File: config.mk
export PLATFORM = sky130hd
export DESIGN_NAME = cascade_cfg_loader
export DESIGN_NICKNAME = d
export VERILOG_FILES = /design/src/rtl/cfg_loader_pkg.sv /design/src/rtl/cfg_clkgen.sv /design/src/rtl/cfg_shifter.sv /design/src/rtl/cfg_watchdog.sv /design/src/rtl/cascade_cfg_loader.sv
export SDC_FILE = /design/constraint.sdc
export NUM_CORES = 1
export LEC_CHECK = 0
export ABC_AREA = 1
export BUFFER_PORTS_ARGS = -buffer_cell sky130_fd_sc_hd__buf_2
export CAP_MARGIN = 10
export CORE_MARGIN = 2
export CORE_UTILIZATION = 40
export CTS_CLUSTER_DIAMETER = 60
export DETAILED_ROUTE_END_ITERATION = 7
export MAX_ROUTING_LAYER = met4
export SLEW_MARGIN = 20
export SYNTH_ARGS = -nofsm -noshare
export SYNTH_HDL_FRONTEND = slang
export SYNTH_SLANG_ARGS = --single-unit
File: constraint.sdc
create_clock -name clk -period 3.4 [get_ports clk]
set_input_delay 0.51 -clock clk [delete_from_list [all_inputs] [get_ports clk]]
set_output_delay 0.51 -clock clk [all_outputs]
set_load 0.01 [all_outputs]
File: src/rtl/cfg_loader_pkg.sv
package cfg_loader_pkg;

    typedef enum logic [2:0] {
        ST_IDLE,
        ST_MEMRST,
        ST_LOAD,
        ST_HANDOFF,
        ST_DONE,
        ST_FAULT,
        ST_SLAVE,
        ST_SLVDONE
    } ld_state_e;

    typedef enum logic [1:0] {
        MD_MASTER,
        MD_SLAVE,
        MD_NONE
    } md_kind_e;

    // master serial drives the clock; two codes select slave serial
    function automatic md_kind_e decode_mode(input logic [2:0] code);
        md_kind_e kind;
        case (code)
            3'b000:         kind = MD_MASTER;
            3'b001, 3'b111: kind = MD_SLAVE;
            default:        kind = MD_NONE;
        endcase
        return kind;
    endfunction

endpackage

File: src/rtl/cfg_clkgen.sv
module cfg_clkgen #(
    parameter int DIV = 4
) (
    input  logic clk,
    input  logic rst_n,
    input  logic en,
    output logic cclk,
    output logic rise_tick
);
    localparam int HALF = DIV / 2;
    localparam int CW   = (DIV > 2) ? $clog2(DIV) : 1;

    logic [CW-1:0] div_cnt;
    logic          cclk_q;

    assign rise_tick = en && (div_cnt == CW'(HALF - 1));
    assign cclk      = cclk_q;

    always_ff @(posedge clk or negedge rst_n) begin
        if (!rst_n) begin
            div_cnt <= '0;
            cclk_q  <= 1'b0;
        end else if (!en) begin
            div_cnt <= '0;
            cclk_q  <= 1'b0;
        end else begin
            if (rise_tick)
                cclk_q <= 1'b1;
            else if (div_cnt == CW'(DIV - 1))
                cclk_q <= 1'b0;
            div_cnt <= (div_cnt == CW'(DIV - 1)) ? '0 : div_cnt + 1'b1;
        end
    end

    // every rising edge comes from the half-period point of an enabled divider
    p_rise_from_half_r3: assert property (@(posedge clk) disable iff (!rst_n)
        $rose(cclk_q) |-> ($past(div_cnt) == CW'(HALF - 1)) && $past(en));

    // the divider never leaves its range
    p_div_range_r3: assert property (@(posedge clk) disable iff (!rst_n)
        div_cnt <= CW'(DIV - 1));

endmodule

File: src/rtl/cfg_shifter.sv
module cfg_shifter #(
    parameter int BITS = 16
) (
    input  logic            clk,
    input  logic            rst_n,
    input  logic            clr,
    input  logic            tick,
    input  logic            din,
    output logic [BITS-1:0] image,
    output logic            full
);
    localparam int KW = $clog2(BITS + 1);

    logic [BITS-1:0] img_q;
    logic [KW-1:0]   count;

    assign full  = (count == KW'(BITS));
    assign image = img_q;

    always_ff @(posedge clk or negedge rst_n) begin
        if (!rst_n) begin
            img_q <= '0;
            count <= '0;
        end else if (clr) begin
            img_q <= '0;
            count <= '0;
        end else if (tick && !full) begin
            img_q <= (img_q << 1) | BITS'(din);
            count <= count + 1'b1;
        end
    end

    // once full, the stored image is frozen until the next clear
    p_hold_full_r6: assert property (@(posedge clk) disable iff (!rst_n)
        (full && !clr) |=> $stable(img_q));

    // the count never passes the image length
    p_count_bound_r4: assert property (@(posedge clk) disable iff (!rst_n)
        count <= KW'(BITS));

endmodule

File: src/rtl/cfg_watchdog.sv
module cfg_watchdog #(
    parameter int LIMIT = 256
) (
    input  logic clk,
    input  logic rst_n,
    input  logic run,
    output logic expired
);
    localparam int WW = $clog2(LIMIT + 1);

    logic [WW-1:0] cnt;

    assign expired = run && (cnt == WW'(LIMIT - 1));

    always_ff @(posedge clk or negedge rst_n) begin
        if (!rst_n)
            cnt <= '0;
        else if (!run)
            cnt <= '0;
        else if (!expired)
            cnt <= cnt + 1'b1;
    end

    // the timeout counter stays inside its window
    p_wd_bound_r8: assert property (@(posedge clk) disable iff (!rst_n)
        cnt < WW'(LIMIT));

endmodule

File: src/rtl/cascade_cfg_loader.sv
module cascade_cfg_loader
    import cfg_loader_pkg::*;
#(
    parameter int IMG_BITS   = 16,
    parameter int CLK_DIV    = 4,
    parameter int MEMRST_CYC = 3,
    parameter int WDOG_CYC   = 256
) (
    input  logic                clk,
    input  logic                rst_n,
    input  logic [2:0]          mode_sel,
    input  logic                cfg_din,
    input  logic                reload_req,
    input  logic                chain_done,
    input  logic                ext_cclk,
    input  logic                sel_in,
    output logic                cfg_clk,
    output logic                mem_rst_n,
    output logic                cs_out,
    output logic                own_done,
    output logic                wdog_fault,
    output logic [IMG_BITS-1:0] cfg_image
);
    localparam int RW = $clog2(MEMRST_CYC + 1);

    ld_state_e     state, state_nx;
    logic [RW-1:0] rst_cnt;
    logic          ext_q;
    logic          clk_run, store_clr, wd_run;
    logic          cclk_rise, slave_rise, shift_tick;
    logic          store_full, wd_expired;

    cfg_clkgen #(.DIV(CLK_DIV)) u_clkgen (
        .clk       (clk),
        .rst_n     (rst_n),
        .en        (clk_run),
        .cclk      (cfg_clk),
        .rise_tick (cclk_rise)
    );

    cfg_shifter #(.BITS(IMG_BITS)) u_store (
        .clk   (clk),
        .rst_n (rst_n),
        .clr   (store_clr),
        .tick  (shift_tick),
        .din   (cfg_din),
        .image (cfg_image),
        .full  (store_full)
    );

    cfg_watchdog #(.LIMIT(WDOG_CYC)) u_wdog (
        .clk     (clk),
        .rst_n   (rst_n),
        .run     (wd_run),
        .expired (wd_expired)
    );

    assign slave_rise = ext_cclk && !ext_q;
    assign shift_tick = cclk_rise || ((state == ST_SLAVE) && sel_in && slave_rise);
    assign own_done   = store_full;

    // state register and memory-reset pulse counter
    always_ff @(posedge clk or negedge rst_n) begin
        if (!rst_n) begin
            state   <= ST_IDLE;
            rst_cnt <= '0;
            ext_q   <= 1'b0;
        end else begin
            state   <= state_nx;
            rst_cnt <= (state == ST_MEMRST) ? rst_cnt + 1'b1 : '0;
            ext_q   <= ext_cclk;
        end
    end

    // next-state logic
    always_comb begin
        state_nx = state;
        unique case (state)
            ST_IDLE: begin
                case (decode_mode(mode_sel))
                    MD_MASTER: state_nx = ST_MEMRST;
                    MD_SLAVE:  state_nx = ST_SLAVE;
                    default:   state_nx = ST_IDLE;
                endcase
            end
            ST_MEMRST:  if (rst_cnt == RW'(MEMRST_CYC - 1)) state_nx = ST_LOAD;
            ST_LOAD:    if (store_full) state_nx = ST_HANDOFF;
            ST_HANDOFF: begin
                if (chain_done)      state_nx = ST_DONE;
                else if (wd_expired) state_nx = ST_FAULT;
            end
            ST_DONE, ST_FAULT, ST_SLVDONE: if (reload_req) state_nx = ST_IDLE;
            ST_SLAVE:   if (store_full) state_nx = ST_SLVDONE;
            default:    state_nx = ST_IDLE;
        endcase
    end

    // state-decoded outputs and controls
    always_comb begin
        mem_rst_n  = (state != ST_MEMRST);
        cs_out     = (state == ST_HANDOFF) || (state == ST_DONE);
        wdog_fault = (state == ST_FAULT);
        clk_run    = (state == ST_LOAD) || (state == ST_HANDOFF);
        store_clr  = (state == ST_IDLE) || (state == ST_MEMRST);
        wd_run     = (state == ST_HANDOFF);
    end

    // chip select only while the local image is complete
    p_cs_needs_done_r5: assert property (@(posedge clk) disable iff (!rst_n)
        cs_out |-> own_done);

    // chip select rises after done was already high
    p_cs_after_done_r5: assert property (@(posedge clk) disable iff (!rst_n)
        $rose(cs_out) |-> $past(own_done));

    // no clock and no done during the memory reset pulse
    p_quiet_memrst_r2: assert property (@(posedge clk) disable iff (!rst_n)
        !mem_rst_n |-> (!cfg_clk && !own_done));

    // clock stops once the chain has completed
    p_stop_done_r7: assert property (@(posedge clk) disable iff (!rst_n)
        (state == ST_DONE) |=> !cfg_clk);

    // clock stops after a watchdog fault
    p_stop_fault_r8: assert property (@(posedge clk) disable iff (!rst_n)
        wdog_fault |=> !cfg_clk);

    // slave serial drives neither clock, memory reset nor chip select
    p_slave_quiet_r10: assert property (@(posedge clk) disable iff (!rst_n)
        ((state == ST_SLAVE) || (state == ST_SLVDONE)) |-> (!cfg_clk && !cs_out && mem_rst_n));

endmodule

# Word-level counts from Yosys, hierarchy flattened
# Index checks and enable logic that the tools add are counted.
[classes]
n_bitwise = 1
reduce_logical = 19
eq_ne = 23
n_mux = 22
n_addsub = 4
[ops]
columns = ["cell", "n"]
rows = [
  ["$mux 16", 2],
  ["$mux 3", 6],
  ["$mux 9", 2],
  ["$pmux 3 s6", 1],
  ["$or 16x1->16", 1],
  ["$eq 3x3->1 const B", 5],
  ["$mux 5", 2],
  ["$add 9x1->9 const B", 1],
  ["$eq 9x8->1 const B", 1],
  ["$mux 2", 4],
  ["$eq 3x1->1 const B", 2],
  ["$eq 3x2->1 const B", 2],
  ["$logic_and 1x1->1", 6],
  ["$logic_not 3->1", 2],
  ["$ne 2x2->1 const B", 3],
  ["$ne 3x3->1 const B", 2],
  ["$pmux 3 s2", 1],
  ["$add 5x1->5 const B", 1],
  ["$eq 5x5->1 const B", 1],
  ["$reduce_and 5->1", 1],
  ["$add 2x1->2 const B", 2],
  ["$eq 2x1->1 const B", 2],
  ["$eq 2x2->1 const B", 2],
  ["$logic_or 1x1->1", 4],
  ["9 further kinds", 13],
]
[word_totals]
out_inout_bits = 21
wordCells = 77
regBits = 39
input_bits = 10

# Longest topological paths before layout
[depth]
depth_word = 7
depth_mapped = 14
ltp_nobuf = 14

# Modules after synthesis
# Synthesis repeated with hierarchy kept, for this count alone.
[unflattened]
cells_unflattened = 259
area_unflattened_um2 = 2145.8
[modules_own_cells]
columns = ["mod", "area_each_um2", "n_inst", "cells_each", "seq_area_each_um2"]
rows = [
  ["cfg_shifter", 1052.3, 1, 118, 525.5],
  ["cfg_watchdog", 518.0, 1, 60, 225.2],
  ["cascade_cfg_loader", 434.2, 1, 67, 150.1],
  ["cfg_clkgen", 141.4, 1, 14, 75.1],
]

# Least setup slack after synthesis
# Ideal clock, no wire load.
[synth_path]
kind = "register to register"
startpoint = "register u_wdog.cnt[0]"
endpoint = "register state[1]"
required_time_ns = 3.283
setup_ns = 0.117
setup_slack_ns = 1.661
path_buffers = 0
period_less_slack_ns = 1.739
arrival_time_ns = 1.622
path_stages_with_launch = 14
path_cell_list = "dfrtp_1 -> ha_1 -> nand2_1 -> nor2_1 -> and3_1 -> ha_1 -> inv_1 -> nand2_1 -> nor2_1 -> inv_1 -> nand2_1 -> nor2_1 -> nand2_1 -> nand2_1"
[synth_between]
elab_chain_cells = 4
[synth_rtl]
columns = ["element", "line", "rtl"]
rows = [
  ["from (decl)", "cfg_watchdog.sv:11", "logic [WW-1:0] cnt;"],
  ["from (signal assigned)", "cfg_watchdog.sv:21", "cnt <= cnt + 1'b1;"],
  ["$eq 9x8->1", "cfg_watchdog.sv:13", "assign expired = run && (cnt == WW'(LIMIT - 1));"],
  ["$logic_and 1x1->1", "cfg_watchdog.sv:13", ""],
  ["$ne 3x3->1 (no line)", "--", ""],
  ["$reduce_and 5->1 (no line)", "--", ""],
  ["to (signal assigned)", "cascade_cfg_loader.sv:69", "state <= state_nx;"],
  ["to (decl)", "cascade_cfg_loader.sv:26", "ld_state_e state, state_nx;"],
]
# Every way passes these cells.
# A chain may end at the register's enable or synchronous reset.

# Worst setup path in the final report
[layout_path]
startpoint = "register u_store.count[0]"
endpoint = "output port own_done"
[layout_between]
elab_chain_cells = 1
[layout_rtl]
columns = ["element", "line", "rtl"]
rows = [
  ["from (decl)", "cfg_shifter.sv:15", "logic [KW-1:0] count;"],
  ["from (signal assigned)", "cfg_shifter.sv:29", "count <= count + 1'b1;"],
  ["$eq 5x5->1", "cfg_shifter.sv:17", "assign full = (count == KW'(BITS));"],
  ["to (decl)", "cascade_cfg_loader.sv:20", "output logic own_done,"],
]
# Every way passes these cells.

==> results.json <==
{
  "outcome": "finished clean",
  "core_sq_um": 5010,
  "fin_crit_sh": 0.666,
  "synth.ff_latch_count": 39,
  "r2r-end": "state[2]$_DFFE_PN0P_",
  "gr-total-overflow": 0,
  "required_ps": 2890,
  "drv_cap": 0,
  "fin_skew_ps": 3.41,
  "htreeDepth": 2,
  "synth_cells": 264,
  "layout.nets": 309,
  "final_util": 0.466,
  "drive_above_1_share": 0.164,
  "viasPerCell": 4.72,
  "finalNonFillerCells": 363,
  "grt_first_pass_wirelength_microns": 7070,
  "tns_ps": 0,
  "synth_nets": 281,
  "rsz0062_at_grt": "no",
  "final_antenna_net_count": 0,
  "clockRootBuffer": "clkbuf_8",
  "placed_cells": 355,
  "dieArea_sq_um": 5710,
  "final-setup-viol-count": 0,
  "tightest_slew_ps": 880,
  "dr.pass1.iters": 4,
  "cts_buffers": 5,
  "antenna_found_initial": 0,
  "reg2reg_depth": 13,
  "cts_max_path_buffers": 2,
  "syn2layout_area_growth_pct": 13.8,
  "ios": 31,
  "r2r_slack_ps": 1440,
  "start_kind": "flip-flop",
  "cts.sinks": 39,
  "drcViolationCount": 0,
  "place_hpwl_microns": 2730,
  "die_x_microns": 75.6,
  "path_class": "flip-flop to primary output",
  "postCtsResizedCells": 0,
  "place_congestion": 0.781,
  "track_usage": 0.169,
  "portBuffers": 30,
  "initial_core_util": 0.409,
  "relSlewSlack": 0.413,
  "fmax_mhz": 441,
  "end_kind": "primary output",
  "hold_buffers": 0,
  "ir_worst_vdd_mv": 0.312,
  "critical_path.max_fanout": 16,
  "grt_max_degree": 40,
  "netlist_area_sq_um": 2050,
  "vias": 1712,
  "final_common_cell": "nand2_1",
  "yosys_warnings": 0,
  "clock_latency_ps": 300,
  "cts_setup_buffers": 0,
  "grt_pass1_vias": 1531,
  "reg2reg_from": "u_wdog.cnt[0]$_DFFE_PN0P_",
  "cts_tree": "yes",
  "hp-class": "primary input to async pin",
  "synthDistinctLibCells": 27,
  "rows": 26,
  "yosysSeqAreaShare": 0.476,
  "final_cell_mix": "nand2_1 (74), nand3_1 (45), dfrtp_1 (39)",
  "min_period_ps": 2270,
  "die_y_microns": 75.6,
  "arrival_ps": 1760,
  "drtIter0Drc": 152,
  "clk_pin_slew_ps": 70,
  "power.total_uw": 1440,
  "drt_wl_total_microns": 4160,
  "finalHoldViolations": 0,
  "p_leak_uw": 0.00135,
  "slew_violations": 0,
  "wl_per_cell_microns": 11.5,
  "num-fill-cells": 521,
  "antennaDiodeCount": 0,
  "p_per_area_nw_per_um2": 616,
  "postSynthAreaPerCell_sq_um": 7.76
}
==> flip-flops by register name, indices dropped and copies added, names as in the netlist <==
| register | count |
|---|---|
| u_store.image | 16 |
| u_wdog.cnt | 9 |
| u_store.count | 5 |
| state | 3 |
| rst_cnt | 2 |
| u_clkgen.div_cnt | 2 |
| ext_q | 1 |
| u_clkgen.cclk | 1 |
==> synthesized netlist by cell type, drive strengths merged <==
cell,instances,area (sq um)
nand4,6,37.5
nor3,4,20.0
and3,1,6.26
nand3,46,235
dfrtp,39,976
nand2,77,297
clkbuf,2,7.51
inv,33,124
a21oi,4,20.0
nor2,25,104
a31oi,1,6.26
o31ai,1,7.51
xnor2,1,8.76
o21a,1,7.51
o21ai,5,25.0
buf,8,55.1
xor2,2,17.5
a21boi,1,7.51
ha,7,87.6
==> kinds of logic after synthesis <==
group	share of synthesized area
buffers and inverters	0.0910
adder cells (fa/ha/maj)	0.0427
AO/OA/AOI/OAI	0.0360
XOR/XNOR	0.0128
flip-flops	0.476
AND/OR/NAND/NOR	0.341
==> critical path: stages, from the launching register on <==
cell and delay [ps]:
dfrtp_1 430, inv_1 100, ha_1 150, nand3_1 290
buf_4 320, inv_1 60, buf_2 120
==> final cells by class <==
cell class / count / area (sq um) / area share
sequential: 39 / 976 / 0.418
tap: 70 / 87.6 / 0.0376
clock buffer: 8 / 100 / 0.0429
timing repair buffer: 31 / 158 / 0.0676
inverter: 33 / 124 / 0.0531
multi-input combinational: 182 / 887 / 0.380
==> per-layer routing <==
metal | global-route usage | part of all wire | up-vias
li1 | - | - | 900
met1 | 0.230 | 0.48 | 775
met2 | 0.243 | 0.46 | 31
met3 | 0.0476 | 0.032 | 6
met4 | 0.0585 | 0.018 | 0
met5 | - | 0 | -
==> per-stage QoR <==
step	hold slack, ps	setup slack (ps)	area [sq um]
CTS	318	1120	2330
floorplan	214	1660	2050
global route	315	989	2330
global placement	416	1490	2230
finish	328	1130	2330
detailed placement	426	1460	2230
==> power by group <==
part	total, uW	leakage [uW]	switching, uW	internal [uW]
logic	485	0.000766	335	151
clock network	350	0.0000515	164	185
registers	602	0.000534	68.4	534
total	1440	0.00135	567	870
==> worst max path at each step <==
| stage | from | end | cells after the start |
|---|---|---|---|
| CTS | u_store.count[0]$_DFFE_PN0P_ | own_done | 6 |
| global placement | u_store.count[0]$_DFFE_PN0P_ | own_done | 6 |
| floorplan | u_wdog.cnt[0]$_DFFE_PN0P_ | state[1]$_DFFE_PN0P_ | 13 |
| finish | u_store.count[0]$_DFFE_PN0P_ | own_done | 6 |
| global route | u_store.count[0]$_DFFE_PN0P_ | own_done | 6 |
| detailed placement | u_store.count[0]$_DFFE_PN0P_ | own_done | 6 |
No activity file was read; power rests on OpenSTA's default activity.
